[src/rtl/lcsw_pkg.sv]
package lcsw_pkg;

    // Registered switch state handed to the memory map decoder
    typedef struct packed {
        logic ram_rd;   // 1: RAM visible for reads in overlay area
        logic wr_lock;  // 1: overlay RAM writes blocked
        logic bank1;    // 1: first 4 KB bank at 0xD000
    } lcsw_state_t;

    localparam lcsw_state_t LCSW_RESET = '{ram_rd: 1'b0, wr_lock: 1'b1, bank1: 1'b0};

    // One decoded control-window access
    typedef struct packed {
        logic hit;      // new access inside the control window
        logic is_wr;    // write direction
        logic b0;       // address bit 0
        logic b1;       // address bit 1
        logic b3;       // address bit 3
    } lcsw_access_t;

    // RAM read is chosen when the two low address bits agree
    function automatic logic lcsw_rd_select(input logic b0, input logic b1);
        return b0 == b1;
    endfunction

    // A read with bit 0 set advances the unlock sequence
    function automatic logic lcsw_unlock_step(input lcsw_access_t a);
        return !a.is_wr && a.b0;
    endfunction

endpackage

[src/rtl/lcsw_access_decode.sv]
module lcsw_access_decode
    import lcsw_pkg::*;
#(
    parameter int ADDR_W = 16,
    parameter logic [ADDR_W-1:0] CTRL_BASE = 16'hC080,
    parameter int SPAN_LOG2 = 4
) (
    input  logic              clk,
    input  logic              rst,
    input  logic [ADDR_W-1:0] bus_addr,
    input  logic              bus_valid,
    input  logic              bus_wr,
    output lcsw_access_t      acc
);
    localparam logic [ADDR_W-1:0] SPAN_MASK = ADDR_W'((1 << SPAN_LOG2) - 1);

    logic valid_q;
    logic in_window;

    always_ff @(posedge clk) begin
        if (rst) valid_q <= 1'b0;
        else     valid_q <= bus_valid;
    end

    always_comb begin
        in_window = (((bus_addr ^ CTRL_BASE) & ~SPAN_MASK) == '0);
        acc.hit   = bus_valid && !valid_q && in_window;
        acc.is_wr = bus_wr;
        acc.b0    = bus_addr[0];
        acc.b1    = bus_addr[1];
        acc.b3    = bus_addr[3];
    end
endmodule

[src/rtl/lcsw_wlock_seq.sv]
module lcsw_wlock_seq
    import lcsw_pkg::*;
#(
    parameter int UNLOCK_READS = 2
) (
    input  logic         clk,
    input  logic         rst,
    input  lcsw_access_t acc,
    output logic         wr_lock
);
    localparam int CNT_W = (UNLOCK_READS > 1) ? $clog2(UNLOCK_READS) : 1;
    localparam logic [CNT_W-1:0] LAST = CNT_W'(UNLOCK_READS - 1);

    logic [CNT_W-1:0] seen;

    always_ff @(posedge clk) begin
        if (rst) begin
            wr_lock <= LCSW_RESET.wr_lock;
            seen    <= '0;
        end else if (acc.hit) begin
            if (lcsw_unlock_step(acc)) begin
                if (seen >= LAST) wr_lock <= 1'b0;
                else              seen    <= seen + 1'b1;
            end else begin
                wr_lock <= 1'b1;
                seen    <= '0;
            end
        end
    end
endmodule

[src/rtl/lcsw_mode_regs.sv]
module lcsw_mode_regs
    import lcsw_pkg::*;
(
    input  logic         clk,
    input  logic         rst,
    input  lcsw_access_t acc,
    output logic         ram_rd,
    output logic         bank1
);
    always_ff @(posedge clk) begin
        if (rst) begin
            ram_rd <= LCSW_RESET.ram_rd;
            bank1  <= LCSW_RESET.bank1;
        end else if (acc.hit) begin
            ram_rd <= lcsw_rd_select(acc.b0, acc.b1);
            bank1  <= acc.b3;
        end
    end
endmodule

[src/rtl/lcsw_ctrl.sv]
module lcsw_ctrl
    import lcsw_pkg::*;
#(
    parameter int ADDR_W = 16,
    parameter logic [ADDR_W-1:0] CTRL_BASE = 16'hC080,
    parameter int SPAN_LOG2 = 4,
    parameter int UNLOCK_READS = 2
) (
    input  logic              clk,
    input  logic              rst,
    input  logic [ADDR_W-1:0] bus_addr,
    input  logic              bus_valid,
    input  logic              bus_wr,
    output logic              ram_read_en,
    output logic              ram_write_lock,
    output logic              bank1_sel
);
    lcsw_access_t acc;
    lcsw_state_t  st;

    lcsw_access_decode #(
        .ADDR_W(ADDR_W), .CTRL_BASE(CTRL_BASE), .SPAN_LOG2(SPAN_LOG2)
    ) u_dec (
        .clk(clk), .rst(rst), .bus_addr(bus_addr),
        .bus_valid(bus_valid), .bus_wr(bus_wr), .acc(acc)
    );

    lcsw_wlock_seq #(.UNLOCK_READS(UNLOCK_READS)) u_lock (
        .clk(clk), .rst(rst), .acc(acc), .wr_lock(st.wr_lock)
    );

    lcsw_mode_regs u_mode (
        .clk(clk), .rst(rst), .acc(acc), .ram_rd(st.ram_rd), .bank1(st.bank1)
    );

    assign ram_read_en    = st.ram_rd;
    assign ram_write_lock = st.wr_lock;
    assign bank1_sel      = st.bank1;
endmodule

[config.mk]
export PLATFORM = sky130hd
export DESIGN_NAME = lcsw_ctrl
export DESIGN_NICKNAME = d
export VERILOG_FILES = /design/src/rtl/lcsw_pkg.sv /design/src/rtl/lcsw_access_decode.sv /design/src/rtl/lcsw_wlock_seq.sv /design/src/rtl/lcsw_mode_regs.sv /design/src/rtl/lcsw_ctrl.sv
export SDC_FILE = /design/constraint.sdc
export NUM_CORES = 1
export LEC_CHECK = 0
export BUFFER_PORTS_ARGS = -buffer_cell sky130_fd_sc_hd__buf_2
export CAP_MARGIN = 20
export CELL_PAD_IN_SITES_DETAIL_PLACEMENT = 1
export CELL_PAD_IN_SITES_GLOBAL_PLACEMENT = 2
export CORE_ASPECT_RATIO = 0.9
export CORE_MARGIN = 8
export CORE_UTILIZATION = 17
export DETAILED_ROUTE_END_ITERATION = 10
export PLACE_DENSITY_LB_ADDON = 0.1
export SYNTH_ARGS = -nofsm -noshare
export SYNTH_HDL_FRONTEND = slang
export SYNTH_SLANG_ARGS = --single-unit
export TNS_END_PERCENT = 20
[constraint.sdc]
create_clock -name clk -period 1.4 [get_ports clk]
set_input_delay 0.28 -clock clk [delete_from_list [all_inputs] [get_ports clk]]
set_output_delay 0.28 -clock clk [all_outputs]
set_load 0.02 [all_outputs]
==> summary.txt <==
Outcome: complete, no violations
Syn nets: 43
HPWL after DPL: 690.3 um
CTS tree: yes
Placed Cells: 59
Post-DR wirelength/cell: 11.97 um
MaxCap Viol Count: 0
Post-Synthesis Cells: 23
DR DRC count: 0
TritonCTS Sinks: 5
Grt ovf: 0
Final hold vios: 0
Total setup buffers inserted after CTS: 0
CTS buffer count: 3
Initial antenna violation count: 0
Met1 WL: 325 um
Worst path top cell family by delay: simple AND/OR/NAND/NOR gates
Data arrival, critical path: 1.29 ns
DIE AREA: 0.003061 sq mm
PortBufs: 21
Worst hold path stage count: 2
Sequential-to-total area share from yosys stat: 38.10%
Vias: 255
Metal2 WL: 317 um
Row count: 13
Core area: 0.001448 sq mm
Buffers and inverters on the worst path: 0
Max-slew violation count: 0
Crit path launch type: flip-flop
Final worst slack: 0.2287 ns
Worst-path fanout max: 5
Synth cell types: 11
Antenna Nets Post-Route: 0
Drt first pass iters: 1
Setup_tns: 0 ns
Final non-filler cell total: 63
Pleak: 0.0002149 uW
Skew final: 0.002272 ns
Synth-to-Final Area Change: 57.14%
Vias in the first global route: 316
R2R Setup Slk: 0.23 ns
Mapped cell area: 262.8 sq um
Starting DRT DRC Count: 0
Commonest non-fill, non-tap cells in the layout: buf_2 (21), dfxtp_1 (5)
Max_slew headroom: 82.21%
CP Data Required Time: 1.52 ns
Critical path depth in cells: 4
Chip height: 53.30 um
Period minus WS final: 1.171 ns
Power, Total: 357.6 uW
Crit path kind: reg2reg
Slew @ Worst Pin: 0.2648 ns
Nets: 69
Fraction of final layout cells sized beyond drive strength 1: 56.25%
First-pass GRT wire length: 1276 um
Number of synthesized register bits: 5
Cells along the critical path: nor4_4, nand4_4, o21ai_1, o211ai_1
Root buf cell: clkbuf_4
Filler cells: 179
Top sig layer: met3
Met3 wire length: 111 um
# diodes: 0
Max incr delay on CP: 0.32 ns
Worst-path clk slew: 0.05 ns
Quantity of gates resized following cts: 0
GP Congestion: 0.6778
Largest net degree at the start of global routing: 6
Avg Cell Area, Syn: 11.42 sq um
CP max-delay cell: dfxtp_1
Achievable clock frequency: 853.8 MHz
Starting Density: 18.15%
Worst-Skew Late Latency: 0.24 ns
Setup violators final: 0
Vias per cell: 4.048
Pre-CTS setup slack: 0.1101 ns
Hold Slack: 0.2708 ns
Kind of end point of the critical path: flip-flop
Unrepaired setup endpoints after global routing: no
Peak VDD IR: 0.2671 mV
Power Dens Cells: 866.0 mW/mm^2
Hold Path Class: in2reg
Most common cell after layout, fill and taps aside: buf_2
R2R depth: 4
DIE WIDTH: 57.44 um
Maximum clock insertion buffer count: 2
IO Pins: 23
Gr usage total: 5.634%
DRT Wirelength: 754 um
YS warnings: 0
Crit share post-route: 83.66%
Htree depth: 1
Cts hold-fix bufs: 0
==> synthesized netlist by cell type <==
cell	instances	area [sq um]
dfxtp_1	5	100.1
mux2i_1	3	30.03
nor2_1	3	11.26
nor2b_1	3	18.77
inv_1	2	7.510
nor4_4	2	42.54
and4b_1	1	10.01
nand4_4	1	21.27
o211ai_1	1	7.510
o21ai_1	1	5.000
xnor2_1	1	8.760
==> metal layers <==
metal / vias to the layer above / global-route usage [%]
met3: 0 / 4.106
met2: 17 / 8.411
li1: 131 / -
met1: 107 / 5.121
met5: - / 0
met4: 0 / 4.979
==> worst reg2reg max path, delay by kind of cell (launching register included) <==
family | cells | cell delay [ns]
and+or+nand+nor | 2 | 0.49
DFF | 1 | 0.32
AOI/OAI and AO/OA | 2 | 0.24
==> where the power goes <==
| part | leakage (uW) | total (uW) | switching (uW) | internal, uW |
|---|---|---|---|---|
| combinational | 0.000159 | 46.1 | 19.9 | 26.2 |
| clock | 0.0000150 | 166 | 58.2 | 108 |
| sequential | 0.0000406 | 146 | 1.15 | 144 |
==> worst paths after layout <==
kind                                       to                   startpoint
setup / recovery  u_lock.wr_lock$_SDFFE_PP1P_     u_dec.valid_q$_SDFF_PP0_
hold / removal       u_dec.valid_q$_SDFF_PP0_                    bus_valid
setup reg to reg  u_lock.wr_lock$_SDFFE_PP1P_     u_dec.valid_q$_SDFF_PP0_
hold reg to reg   u_lock.wr_lock$_SDFFE_PP1P_  u_lock.wr_lock$_SDFFE_PP1P_
==> layout make-up <==
cell class                      instances  area [sq um]  area share (%)
Multi-Input combinational cell         16         155.1           37.58
Timing Repair Buffer                   21         105.1           25.45
Sequential cell                         5         100.1           24.24
Clock buffer                            4         26.28           6.364
Tap cell                               15         18.77           4.545
Inverter                                2         7.507           1.818
==> flip-flops by register name, summed over array words and instances, names as in the netlist <==
register        flops
u_lock.wr_lock      1
u_lock.seen         1
u_mode.bank1        1
u_mode.ram_rd       1
u_dec.valid_q       1
==> per-stage QoR <==
stage          utilization [%]  cell area, sq um
2_1_floorplan                -             262.8
3_3_place_gp             26.71             386.6
3_5_place_dp             26.71             386.6
4_1_cts                  28.52             412.9
5_1_grt                  28.52             412.9
6_report                 28.52             412.9
==> kinds of logic after synthesis <==
| kind of cell | Yosys count | synth area share (%) |
|---|---|---|
| buffers and inverters | 2 | 2.858 |
| and+or+nand+nor | 10 | 39.52 |
| muxes | 3 | 11.43 |
| xor gates and xnor gates | 1 | 3.334 |
| AOI/OAI and AO/OA | 2 | 4.761 |
| DFF | 5 | 38.10 |
No activity file was read; power rests on OpenSTA's default activity.
